$ cat src/rtl/prg_pkg.sv
package prg_pkg;

   localparam int unsigned RATE_W = 4;
   localparam int unsigned DIV_W  = 3;

   // time-base codes that let the divider run
   localparam logic [DIV_W-1:0] BASE_4M  = 3'd0;
   localparam logic [DIV_W-1:0] BASE_1M  = 3'd1;
   localparam logic [DIV_W-1:0] BASE_32K = 3'd2;

   function automatic logic base_runs(input logic [DIV_W-1:0] code);
      return (code == BASE_4M) || (code == BASE_1M) || (code == BASE_32K);
   endfunction

   function automatic logic base_is_slow(input logic [DIV_W-1:0] code);
      return code == BASE_32K;
   endfunction

endpackage

$ cat src/rtl/prg_divider.sv
module prg_divider #(
   parameter int unsigned CNT_W = 15
) (
   input  logic             clk,
   input  logic             rst_n,
   input  logic             run,
   output logic [CNT_W-1:0] cnt
);

   always_ff @(posedge clk or negedge rst_n) begin
      if (!rst_n) begin
         cnt <= '0;
      end else if (!run) begin
         cnt <= '0;
      end else begin
         cnt <= cnt + 1'b1;
      end
   end

endmodule

$ cat src/rtl/prg_tap_sel.sv
module prg_tap_sel #(
   parameter int unsigned CNT_W     = 15,
   parameter int unsigned RATE_W    = 4,
   parameter int unsigned REMAP_OFF = 7
) (
   input  logic [CNT_W-1:0]  cnt,
   input  logic [RATE_W-1:0] rate,
   input  logic              slow,
   input  logic              run,
   output logic              pulse_d
);

   localparam int unsigned TAP_W = $clog2(CNT_W + 1);

   // match[k]: low k bits of the counter are all ones (the wrap of stage k-1)
   logic [CNT_W:0]   match;
   logic [TAP_W-1:0] eff;

   assign match[0] = 1'b0;

   generate
      for (genvar k = 1; k <= CNT_W; k++) begin : g_match
         assign match[k] = &cnt[k-1:0];
      end
   endgenerate

   always_comb begin
      if (slow && (rate == RATE_W'(1) || rate == RATE_W'(2))) begin
         eff = TAP_W'(rate) + TAP_W'(REMAP_OFF);
      end else begin
         eff = TAP_W'(rate);
      end
   end

   assign pulse_d = run && match[eff];

endmodule

$ cat src/rtl/prg_flag.sv
module prg_flag (
   input  logic clk,
   input  logic rst_n,
   input  logic pulse_d,
   input  logic flag_clr,
   input  logic pie_en,
   output logic tick,
   output logic per_flag,
   output logic irq
);

   always_ff @(posedge clk or negedge rst_n) begin
      if (!rst_n) begin
         tick     <= 1'b0;
         per_flag <= 1'b0;
      end else begin
         tick     <= pulse_d;
         per_flag <= tick | (per_flag & ~flag_clr);
      end
   end

   assign irq = per_flag & pie_en;

endmodule

$ cat src/rtl/periodic_rate_gen.sv
module periodic_rate_gen #(
   parameter int unsigned CNT_W     = 15,
   parameter int unsigned REMAP_OFF = 7
) (
   input  logic       clk,
   input  logic       rst_n,
   input  logic [3:0] rate_sel,
   input  logic [2:0] div_sel,
   input  logic       pie_en,
   input  logic       flag_clr,
   output logic       tick,
   output logic       per_flag,
   output logic       irq
);

   import prg_pkg::*;

   localparam int unsigned MAX_CODE = (1 << RATE_W) - 1;

   generate
      if (CNT_W < MAX_CODE) begin : g_bad_width
         $error("CNT_W must cover the slowest rate code");
      end
      if (REMAP_OFF + 2 > CNT_W) begin : g_bad_remap
         $error("REMAP_OFF puts the slow-base taps past the counter");
      end
   endgenerate

   logic             run;
   logic             slow;
   logic [CNT_W-1:0] cnt;
   logic             pulse_d;

   assign run  = base_runs(div_sel);
   assign slow = base_is_slow(div_sel);

   prg_divider #(.CNT_W(CNT_W)) u_div (
      .clk   (clk),
      .rst_n (rst_n),
      .run   (run),
      .cnt   (cnt)
   );

   prg_tap_sel #(
      .CNT_W     (CNT_W),
      .RATE_W    (RATE_W),
      .REMAP_OFF (REMAP_OFF)
   ) u_tap (
      .cnt     (cnt),
      .rate    (rate_sel),
      .slow    (slow),
      .run     (run),
      .pulse_d (pulse_d)
   );

   prg_flag u_flag (
      .clk      (clk),
      .rst_n    (rst_n),
      .pulse_d  (pulse_d),
      .flag_clr (flag_clr),
      .pie_en   (pie_en),
      .tick     (tick),
      .per_flag (per_flag),
      .irq      (irq)
   );

endmodule

$ cat config.mk
export PLATFORM = sky130hd
export DESIGN_NAME = periodic_rate_gen
export DESIGN_NICKNAME = d
export VERILOG_FILES = /design/src/rtl/prg_pkg.sv /design/src/rtl/prg_divider.sv /design/src/rtl/prg_tap_sel.sv /design/src/rtl/prg_flag.sv /design/src/rtl/periodic_rate_gen.sv
export SDC_FILE = /design/constraint.sdc
export NUM_CORES = 1
export LEC_CHECK = 0
export ABC_AREA = 1
export ABC_CLOCK_PERIOD_IN_PS = 1800
export BUFFER_PORTS_ARGS = -buffer_cell sky130_fd_sc_hd__buf_2
export CORE_MARGIN = 2
export CORE_UTILIZATION = 30
export CTS_CLUSTER_DIAMETER = 120
export DETAILED_ROUTE_END_ITERATION = 8
export PLACE_DENSITY_LB_ADDON = 0.2
export SLEW_MARGIN = 20
export SYNTH_ARGS = -nofsm -noshare
export SYNTH_HDL_FRONTEND = slang
export SYNTH_SLANG_ARGS = --single-unit
$ cat constraint.sdc
create_clock -name clk -period 1.8 [get_ports clk]
set_input_delay 0.36 -clock clk [delete_from_list [all_inputs] [get_ports clk]]
set_output_delay 0.36 -clock clk [all_outputs]
set_load 0.005 [all_outputs]
Word-level counts from Yosys, hierarchy flattened

Index checks and enable logic that the tools add are counted.

Add/subtract/negate cells: 2
Order comparisons: 1
Eq/ne operators: 4
Muxes and demuxes: 4
Bitwise logic cells: 4
Reductions and logical operators: 20

Operators with widths:

| kind                  | number |
|---|---|
| $add 15x1->15 const B | 1 |
| $mux 15               | 1 |
| $reduce_and 15->1     | 1 |
| $reduce_and 14->1     | 1 |
| $reduce_and 13->1     | 1 |
| $reduce_and 12->1     | 1 |
| $reduce_and 11->1     | 1 |
| $reduce_and 10->1     | 1 |
| $reduce_and 9->1      | 1 |
| $reduce_and 8->1      | 1 |
| $reduce_and 7->1      | 1 |
| $reduce_and 6->1      | 1 |
| $lt 4x5->1 const B    | 1 |
| $reduce_and 5->1      | 1 |
| $add 4x3->4 const B   | 1 |
| $bmux 1 s4            | 1 |
| $eq 4x1->1 const B    | 1 |
| $eq 4x2->1 const B    | 1 |
| $mux 4                | 1 |
| $reduce_and 4->1      | 1 |
| $eq 3x1->1 const B    | 1 |
| $eq 3x2->1 const B    | 1 |
| $logic_not 3->1       | 1 |
| $logic_or 1x1->1      | 3 |
| 7 further kinds       | 9 |

Register bits after elaboration: 17
Bits of input ports: 11
Output and inout bits: 3
Logic and storage cells: 38

Logic depth before layout (Yosys ltp)

Gate-level depths: netlist (run 1).

Depth in word-level cells: 7
Gate-level depth with buffers: 13

By module

A second synthesis (run 1) with hierarchy kept.

Cells, all modules: 192
Area, all modules: 1,255.0 sq um

Modules (own cells, without submodules):

| module            | instances | cells an instance | area an instance (sq um) |
|---|---|---|---|
| prg_divider       | 1         | 104               | 794.5 |
| prg_tap_sel       | 1         | 76                | 369.1 |
| prg_flag          | 1         | 8                 | 72.6 |
| periodic_rate_gen | 1         | 4                 | 18.8 |

Worst setup path after synthesis (run 1)

No wires, ideal clock.

Path kind: input port to flip-flop
From: input rate_sel[0]
To: register u_flag.tick
Library setup time: 0.119 ns
Arrival: 1.466 ns
Data required time: 1.681 ns
Slack: 0.215 ns
Cell stages on the path: 11
Cell sequence: inv_1 ha_1 nor2_1 nor2_1 nand3_2 nand2_1 nand2_1 nand3_1 nand2_1 a21oi_1 nor2_1

Word-level cells in the longest chain between the ends: 7
Elaborated cells on any way between the ends: 9
Those cells by class: 1 x add/sub; 2 x eq/ne; 3 x mux; 3 x reduce/logical

Ends and longest elaborated chain:

| item                                                | line                    | RTL |
|---|---|---|
| start, declared                                     | periodic_rate_gen.sv:7  | `input logic [3:0] rate_sel,` |
| branches (longest 3 deep; another with $add 4x3->4) | -                       |  |
| $mux 4 *                                            | prg_tap_sel.sv:28       | `if (slow && (rate == RATE_W'(1) \|\| rate == RATE_W'(2))) begin` |
| $bmux 1 s4 *                                        | prg_tap_sel.sv:35       | `assign pulse_d = run && match[eff];` |
| $mux 1 (not written as such) *                      | prg_tap_sel.sv:35       |  |
| $logic_and 1x1->1 *                                 | prg_tap_sel.sv:35       |  |
| via pulse_d                                         | periodic_rate_gen.sv:32 | `logic pulse_d;` |
| end signal, assigned                                | prg_flag.sv:17          | `tick <= pulse_d;` |
| end, declared                                       | prg_flag.sv:7           | `output logic tick,` |

Mark *: on every way through the listed nets, which the timed path passes. The select of a mux whose other input is x is not followed.

Worst setup path in the final report (run 1)

Ends and elaborated chain as after synthesis.

==> results.py, run 1 <==
metrics = {
    "outcome": {
        "status": "complete, no violations",
    },
    "critical_path": {
        "worstPathMaxFanout": 5,
        "endpoint_kind": "flip-flop",
        "crit_family": "simple AND/OR/NAND/NOR gates",
        "required_ns": 1.95,
        "worstSetupPathType": "in2reg",
        "crit_buf_inv": 2,
        "crit_path_max_incr_delay_ns": 0.20,
        "cp-start-kind": "input port",
        "path_cells": "buf_2, inv_1, ha_1, nor2_1, nor2_1, nand2_1, nand2_1, nand2_1, nor2_1, nor2_1, nand2_1, a21oi_1, nor2_1",
        "r2r_setup_slack_ns": 0.20,
        "arrival_ns": 1.76,
        "cpMaxStageDelayCell": "ha_1",
        "critPathMostFrequentCell": "nor2_1",
    },
    "yosys": {
        "yosysWarningCount": 0,
        "synthSimpleGateAreaFrac": 0.389,
        "ys_types": 18,
        "synth_nets": 181,
        "syn-instance-count": 163,
        "synth_area_leader_cell": "dfrtp_1",
        "synth_area_leaders": "dfrtp_1, nand2_1, nand3_1",
        "synthMuxAreaShare": 0,
        "synth_xor_area_frac": 0,
        "ys_ff_latch": 17,
        "syn_area_per_cell_sq_um": 7.08,
        "syn_area_sq_mm": 0.00115,
        "synth_top_family_by_area": "simple AND/OR/NAND/NOR gates",
        "yosysTopAreaCellShare": 0.369,
        "yosysSeqAreaShare": 0.369,
        "synthAdderAreaFrac": 0.0759,
        "synth_compound_area_frac": 0.0813,
    },
    "timing": {
        "setup_tns_ns": 0,
        "hold_viol": 0,
        "fin_worst_skew_ns": 0.00186,
        "worst_pin_slew_ns": 0.402,
        "slew_viol_final": 0,
        "setup_ws_ns": 0.187,
        "post-route-min-period_ns": 1.61,
        "max_slew_margin": 0.732,
        "max_freq_mhz": 620,
        "fin_crit_sh": 0.896,
        "setup_violations": 0,
        "fin_hold_ws_ns": 0.0244,
    },
    "clock_tree": {
        "insertion_delay_ns": 0.25,
        "cts_made_buffers": 3,
        "cts_tree": "built",
        "clkTransAtPathRegs_ns": 0.07,
        "clockBufferDepth": 2,
        "cts_root_buf": "clkbuf_8",
        "hold_buffers": 0,
        "clock-sinks": 17,
        "htreeDepth": 1,
    },
    "cells_and_area": {
        "drive_above_1_share": 0.197,
        "antenna_cells": 0,
        "fill_cells": 395,
        "fin_area_sq_mm": 0.00140,
        "multi_input_area_sq_um": 646,
        "area_growth_pct": 21.3,
        "regArea_sq_um": 425,
        "finalNonFillerCells": 236,
        "nets": 207,
    },
    "routing": {
        "drtIter0Drc": 54,
        "drt-total-wl_mm": 2.57,
        "vias": 1100,
        "dr.pass1.iters": 4,
        "drc": 0,
        "wl_per_cell_um": 10.9,
        "drtAntennaViolNets": 0,
        "viasPerCell": 4.66,
    },
    "global_routing": {
        "grt_antenna_before_repair": 0,
        "use_met2": 0.236,
        "grt_pass1_wl_mm": 4.64,
        "use_met1": 0.164,
        "grt.busiest_layer": "met2",
        "grt_start_max_net_pins": 18,
        "grt_pass1_vias": 1107,
        "overflow": 0,
        "grt.total_usage": 0.141,
        "grt.met3_usage": 0.0290,
    },
    "pwr": {
        "pwr-share-clk": 0.365,
        "switching_share": 0.256,
        "peakVddDrop_v": 0.000215,
        "pwr-share-comb": 0.137,
        "switchingPower_uw": 203,
        "seqPwrFrac": 0.498,
        "p_per_area_mw_per_mm2": 567,
        "p_leak_uw": 0.000700,
        "intPower_uw": 590,
    },
    "placed_design": {
        "dp_slack_ns": -0.0561,
        "dp.cells": 231,
        "dp_hpwl_mm": 2.04,
        "placed_cell_area_sq_mm": 0.00133,
        "place_congestion": 0.883,
        "io_buffer_count": 13,
    },
    "floorplan": {
        "io_pins": 14,
        "initial_core_util": 0.313,
        "die_h_um": 66.0,
        "rows": 22,
        "dieWidth_um": 66.0,
        "core_sq_mm": 0.00369,
        "fp.dieArea_sq_mm": 0.00436,
    },
    "min_path": {
        "hold_class": "in2async",
    },
    "flow_run": {
        "max-cap-violations": 0,
    },
}
## placed cells by master (no fill, tap or decap)
cell and count:
a21oi_1 8, a221oi_1 1, buf_2 13, buf_4 8
clkbuf_1 1, clkbuf_8 3, clkinv_1 1, dfrtp_1 17
ha_1 6, ha_2 1, inv_1 25, nand2_1 33
nand2_2 2, nand2_4 1, nand3_1 20, nand3_2 3
nand3b_1 3, nor2_1 25, nor2_2 4, nor2_4 1
nor3_1 3, nor3_4 1, o21a_1 1, o21ai_0 5
o21ai_1 1, o21bai_1 1
## repair_timing
action / 4_1_cts / 5_1_grt
resized for setup: 0 / 5
setup buffers: 0 / 1
setup endpoints to repair: 0 / 2
## cells in the mapped netlist, drive strengths merged
master and instances:
a21oi 8, a221oi 1, clkinv 1, dfrtp 17, ha 7, inv 25
nand2 36, nand3 23, nand3b 3, nor2 30, nor3 4, o21a 1
o21ai 6, o21bai 1
## power groups by stage
stage / combinational (uW) / clock (uW) / sequential, uW
finish: 109 / 290 / 395
global placement: 106 / 0 / 402
floorplan: 55.2 / 0 / 403
CTS: 109 / 304 / 395
detailed placement: 108 / 0 / 402
global route: 127 / 321 / 396
## cell families after synthesis
kind of cell / count (synthesis)
simple gates: 96
buf+inv: 26
compound gates: 17
flops: 17
fa+ha+maj: 7
## routing by layer
metal / wire [um] / share of wire
met4: 61 / 0.024
met1: 1160 / 0.45
met5: 0 / 0
met3: 84 / 0.033
met2: 1260 / 0.49
## registers in the layout, indices dropped and copies added, names as in the netlist
register	cells
u_div.cnt	15
u_flag.per_flag	1
u_flag.tick	1
## worst paths after layout
kind	end	start	cells after the start
max	u_flag.tick$_DFF_PN0_	rate_sel[0]	13
min in group clk	u_flag.per_flag$_DFF_PN0_	flag_clr	2
max in group asynchronous	u_div.cnt[1]$_DFF_PN0_	rst_n	1
max reg2reg	u_div.cnt[13]$_DFF_PN0_	u_div.cnt[0]$_DFF_PN0_	10
min reg2reg	u_flag.per_flag$_DFF_PN0_	u_flag.tick$_DFF_PN0_	1
min	u_div.cnt[11]$_DFF_PN0_	rst_n	1
## through the flow
stage	utilization	total power, uW
after floorplan	-	458
after global placement	0.361	507
after detailed placement	0.361	511
after CTS	0.373	808
after global routing	0.379	845
final	0.379	794
## worst reg2reg max path, cell delays in order, from the launching register on
cell     delay (ns)
dfrtp_1        0.35
buf_4          0.13
nand3_2        0.10
nor2_4         0.11
nand2_2        0.08
nor3_4         0.24
nand3_2        0.11
nor2_1         0.12
nand2_1        0.08
o21ai_1        0.12
nor2_1         0.05
## area by class of cell
type / instances / area share
Clock buffer: 4 / 0.0322
Sequential cell: 17 / 0.304
Tap cell: 48 / 0.0429
Inverter: 26 / 0.0698
Timing Repair Buffer: 21 / 0.0894
Multi-Input combinational cell: 120 / 0.462
(Power assumes the default switching activity.)
==> run 2, diff against run 1 <==
- ABC_CLOCK_PERIOD_IN_PS: 1800 -> 1700
- CORE_UTILIZATION: 30 -> 55
- MAX_ROUTING_LAYER: unset -> met4
- clock period: 1.8 -> 1.7 ns (I/O delays scaled with it)
==> run 2 against run 1 <==
First-iteration DRC count is 54% lower. Global-route usage is 7.8 points higher. Sequential cell count stayed put. Clock skew is 0.0052 ns higher. Count of clock-buffer cells in the layout is 1 lower. Cell count is 7.2% lower. Die area is 43% lower. Largest cell class unchanged. Highest routed layer unchanged.
==> results.py, run 2 (synthesis gave the netlist of run 1 again) <==
metrics = {
    "critical_path": {
        "cp-start-kind": "flip-flop",
        "cp-startpoint": "u_div.cnt[0]$_DFF_PN0_",
        "arrival_ns": 1.84,
        "path_cells": "ha_2, inv_1, nor2_2, nand2_1, inv_2, ha_1, nand3_1, nand3_1, nand3b_1, nand3_1, nand2_1, nor2_1",
        "cpMaxStageDelayCell": "dfrtp_1",
        "r2r-end": "u_flag.tick$_DFF_PN0_",
        "crit_buf_inv": 2,
        "r2r_setup_slack_ns": 0.09,
        "required_ns": 1.93,
        "critPathMostFrequentCell": "nand3_1",
        "crit_cells": 12,
        "endpoint_kind": "flip-flop",
        "crit_family": "simple AND/OR/NAND/NOR gates",
        "r2r-start": "u_div.cnt[0]$_DFF_PN0_",
        "crit_path_max_incr_delay_ns": 0.38,
        "worstSetupPathType": "reg2reg",
        "worstPathMaxFanout": 3,
        "endpoint": "u_flag.tick$_DFF_PN0_",
        "reg2regPathDepth": 12,
    },
    "routing": {
        "dr.pass1.iters": 4,
        "vias": 1137,
        "wl_per_cell_um": 11.1,
        "drtIter0Drc": 25,
        "drt-total-wl_mm": 2.44,
        "drc": 0,
        "drtAntennaViolNets": 0,
        "viasPerCell": 5.19,
    },
    "global_routing": {
        "grt_pass1_vias": 1057,
        "overflow": 0,
        "grt_pass1_wl_mm": 4.15,
        "grt_start_max_net_pins": 18,
        "grt_antenna_before_repair": 0,
        "grt.total_usage": 0.219,
    },
    "clock_tree": {
        "clock-sinks": 17,
        "cts_root_buf": "clkbuf_4",
        "htreeDepth": 1,
        "cts_tree": "built",
        "clkTransAtPathRegs_ns": 0.11,
        "cts_made_buffers": 3,
        "insertion_delay_ns": 0.29,
        "clockBufferDepth": 2,
    },
    "cells_and_area": {
        "finalNonFillerCells": 219,
        "antenna_cells": 0,
        "reg_top3": "u_div.cnt: 15 flops, u_flag.per_flag: 1 flops, u_flag.tick: 1 flops",
        "largest-register": "u_div.cnt",
        "final_cell_mix": "nand2_1, inv_1, nor2_1, nand3_1, dfrtp_1",
        "drive_above_1_share": 0.240,
        "largest_register_ff_count": 15,
        "nets": 211,
        "area_growth_pct": 21.5,
        "fill_cells": 171,
        "final_common_cell": "nand2_1",
    },
    "outcome": {
        "status": "complete, no violations",
    },
    "pwr": {
        "p_leak_uw": 0.000711,
        "design_power_total_uw": 765,
        "peakVddDrop_v": 0.000598,
        "p_per_area_mw_per_mm2": 546,
    },
    "floorplan": {
        "fp.dieArea_sq_mm": 0.00248,
        "die_h_um": 49.8,
        "io_pins": 14,
        "rows": 16,
        "dieWidth_um": 49.8,
        "initial_core_util": 0.588,
        "core_sq_mm": 0.00196,
    },
    "min_path": {
        "min_from": "flag_clr",
        "hold_class": "in2reg",
    },
    "placed_design": {
        "dp.cells": 211,
        "place_congestion": 0.915,
        "dp_hpwl_mm": 1.88,
        "io_buffer_count": 13,
    },
    "timing": {
        "hold_viol": 0,
        "post-route-min-period_ns": 1.61,
        "worst_pin_slew_ns": 0.406,
        "slew_viol_final": 0,
        "max_freq_mhz": 621,
        "fin_crit_sh": 0.947,
        "setup_violations": 0,
        "max_slew_margin": 0.729,
        "fin_worst_skew_ns": 0.00709,
    },
    "flow_run": {
        "max-cap-violations": 0,
    },
}
## run 2: area by class of cell
cell class / instances / area, sq um / area share
clock inverter: 1 / 5.00 / 0.00357
inverter: 26 / 97.6 / 0.0696
sequential: 17 / 425 / 0.304
multi-input combinational: 120 / 659 / 0.471
clock buffer: 3 / 22.5 / 0.0161
timing repair buffer: 25 / 158 / 0.113
tap: 27 / 33.8 / 0.0241
## run 2: what timing repair did
action                                  CTS  global route
resized for setup                         0            10
setup buffers                             0             3
endpoints found under the setup margin    0             2
hold endpoints to repair                 17             0
hold buffers                              1             0
## run 2: how the worst min path moves through the flow
stage                                end  cells past startpoint  slack (ns)
2_1_floorplan     u_div.cnt[0]$_DFF_PN0_                      0        0.04
3_3_place_gp       u_flag.tick$_DFF_PN0_                      1        0.28
3_5_place_dp       u_flag.tick$_DFF_PN0_                      1        0.29
4_1_cts        u_flag.per_flag$_DFF_PN0_                      2        0.22
5_1_grt        u_flag.per_flag$_DFF_PN0_                      2        0.21
6_report       u_flag.per_flag$_DFF_PN0_                      2        0.22
## run 2: through the flow
stage / utilization / hold WS (ns) / worst slack (ns) / TNS, ns / cell area (sq um)
final: 0.714 / 0.219 / 0.0909 / 0 / 1400
after global routing: 0.714 / 0.208 / -0.0803 / -0.0859 / 1400
after CTS: 0.688 / 0.217 / 0.0398 / 0 / 1350
after detailed placement: 0.669 / 0.287 / -0.0947 / -0.0947 / 1310
after global placement: 0.669 / 0.281 / -0.0608 / -0.0608 / 1310
after floorplan: - / 0.0444 / 0.135 / 0 / 1150
## run 2: where the power goes
part	leakage (uW)	internal, uW	switching (uW)	total, uW
Combinational	0.000459	54.7	72.3	127
Clock	0.0000177	87.4	132	220
Sequential	0.000234	412	5.74	418
Total	0.000711	554	210	765
## run 2: worst register-to-register path, delay by kind of cell, from the launching register on
family | cells | cell delay, ns
fa+ha+maj | 2 | 0.34
buf+inv | 2 | 0.13
flops | 1 | 0.38
simple gates | 8 | 0.70
## run 2: metal layers
layer	vias up	track usage	part of all wire
met4	0	0.0694	0.012
li1	579	-	-
met2	40	0.376	0.48
met3	4	0.0394	0.068
met5	-	-	0
met1	514	0.260	0.44
==> run 3, diff against run 2 <==
- RECOVER_POWER: unset -> 50
==> run 3 against run 2 <==
Wire length decreased by 0.41%. Cell count unchanged. Sequential share of layout area about the same. Non-clock buffer count unchanged. Die area unchanged. Combinational power about the same. Global-route usage unchanged. Critical endpoint unchanged. Highest routed layer unchanged.
==> results.py, run 3 (synthesis gave the netlist of run 1 again) <==
metrics = {
    "clock_tree": {
        "htreeDepth": 1,
        "clkTransAtPathRegs_ns": 0.11,
        "cts_tree": "built",
        "clockBufferDepth": 2,
        "cts_root_buf": "clkbuf_4",
        "clock-sinks": 17,
        "insertion_delay_ns": 0.29,
        "cts_made_buffers": 3,
    },
    "critical_path": {
        "r2r-end": "u_flag.tick$_DFF_PN0_",
        "worstSetupPathType": "reg2reg",
        "required_ns": 1.93,
        "worstPathMaxFanout": 3,
        "r2r-start": "u_div.cnt[0]$_DFF_PN0_",
        "reg2regPathDepth": 12,
        "r2r_setup_slack_ns": 0.09,
        "endpoint_kind": "flip-flop",
        "arrival_ns": 1.83,
        "cp-start-kind": "flip-flop",
    },
    "timing": {
        "fin_hold_ws_ns": 0.225,
        "slew_viol_final": 0,
        "max_slew_margin": 0.365,
        "fin_worst_skew_ns": 0.00642,
        "post-route-min-period_ns": 1.61,
        "fin_crit_sh": 0.945,
        "hold_viol": 0,
        "setup_violations": 0,
        "setup_tns_ns": 0,
        "worst_pin_slew_ns": 0.953,
        "max_freq_mhz": 623,
    },
    "cells_and_area": {
        "multi_input_area_sq_um": 659,
        "drive_above_1_share": 0.234,
        "reg_top3": "u_div.cnt: 15 flops, u_flag.per_flag: 1 flops, u_flag.tick: 1 flops",
        "antenna_cells": 0,
        "fill_cells": 170,
        "nets": 211,
        "largest_register_ff_count": 15,
        "regArea_sq_um": 425,
        "final_cell_mix": "nand2_1, inv_1, nor2_1, nand3_1, dfrtp_1",
        "finalNonFillerCells": 219,
        "area_growth_pct": 21.4,
        "largest-register": "u_div.cnt",
        "final_common_cell": "nand2_1",
    },
    "placed_design": {
        "io_buffer_count": 13,
        "dp_hpwl_mm": 1.88,
        "dp.cells": 211,
        "place_congestion": 0.915,
    },
    "outcome": {
        "status": "complete, no violations",
    },
    "routing": {
        "vias": 1129,
        "drtIter0Drc": 26,
        "drtAntennaViolNets": 0,
        "drc": 0,
        "dr.pass1.iters": 4,
        "viasPerCell": 5.16,
        "wl_per_cell_um": 11.1,
        "drt-total-wl_mm": 2.43,
    },
    "floorplan": {
        "core_sq_mm": 0.00196,
        "fp.dieArea_sq_mm": 0.00248,
        "io_pins": 14,
        "dieWidth_um": 49.8,
        "rows": 16,
        "initial_core_util": 0.588,
        "die_h_um": 49.8,
    },
    "min_path": {
        "worstHoldPathCells": 2,
        "holdPathEnd": "u_flag.per_flag$_DFF_PN0_",
        "hold_class": "in2reg",
        "min_from": "flag_clr",
    },
    "global_routing": {
        "grt_pass1_vias": 1057,
        "grt_pass1_wl_mm": 4.15,
        "grt.total_usage": 0.219,
        "overflow": 0,
        "grt_start_max_net_pins": 18,
        "grt_antenna_before_repair": 0,
    },
    "flow_run": {
        "max-cap-violations": 0,
    },
    "pwr": {
        "p_leak_uw": 0.000708,
        "p_per_area_mw_per_mm2": 544,
        "peakVddDrop_v": 0.000597,
    },
}
## run 3: cell count changes in the layout (fill, tap and decap cells not counted), sizes merged
cell | before | now
buf | 24 | 23
clkbuf | 3 | 4
## run 3: what timing repair did
| item | 4_1_cts | 5_1_grt |
|---|---|---|
| hold buffers | 1 | 0 |
| setup buffers | 0 | 3 |
| resized for setup | 0 | 10 |
| endpoints found under the hold margin | 17 | 0 |
| endpoints found under the setup margin | 0 | 2 |
## run 3: critical path, cell delays in order (launching register included)
cell	delay, ns
dfrtp_1	0.38
ha_2	0.21
inv_1	0.07
nor2_2	0.13
nand2_1	0.10
inv_2	0.06
ha_1	0.13
nand3_1	0.07
nand3_1	0.08
nand3b_1	0.09
nand3_1	0.07
nand2_1	0.05
nor2_1	0.09
## run 3: layout make-up
type                            count  area share
Multi-Input combinational cell    120       0.471
Clock inverter                      1     0.00357
Clock buffer                        3      0.0161
Sequential cell                    17       0.304
Timing Repair Buffer               25       0.112
Inverter                           26      0.0697
Tap cell                           27      0.0241
## run 3: metal layers
layer / part of all wire / routed length, um / global-route usage / up-vias
li1: - / - / - / 579
met1: 0.46 / 1110 / 0.260 / 510
met2: 0.48 / 1170 / 0.376 / 36
met3: 0.049 / 120 / 0.0394 / 4
met4: 0.012 / 29 / 0.0694 / 0
met5: 0 / 0 / - / -
## run 3: stage by stage
stage          worst slack [ns]   util  total power [uW]  cell area, sq um
4_1_cts                  0.0398  0.688               765              1350
5_1_grt                 -0.0803  0.714               805              1400
3_3_place_gp            -0.0608  0.669               540              1310
2_1_floorplan             0.135      -               485              1150
3_5_place_dp            -0.0947  0.669               544              1310
6_report                 0.0936  0.714               762              1400
## run 3: worst max path at each step
stage / start / end / depth (start not counted)
after floorplan: rate_sel[0] / u_flag.tick$_DFF_PN0_ / 11
after global placement: rate_sel[0] / u_flag.tick$_DFF_PN0_ / 14
after detailed placement: rate_sel[0] / u_flag.tick$_DFF_PN0_ / 14
after CTS: u_div.cnt[1]$_DFF_PN0_ / u_flag.tick$_DFF_PN0_ / 12
after global routing: u_div.cnt[0]$_DFF_PN0_ / u_flag.tick$_DFF_PN0_ / 12
final: u_div.cnt[0]$_DFF_PN0_ / u_flag.tick$_DFF_PN0_ / 12
## run 3: where the power goes
part           switching, uW  internal [uW]
logic                   72.5           54.4
clock network            130           87.3
registers               5.73            412
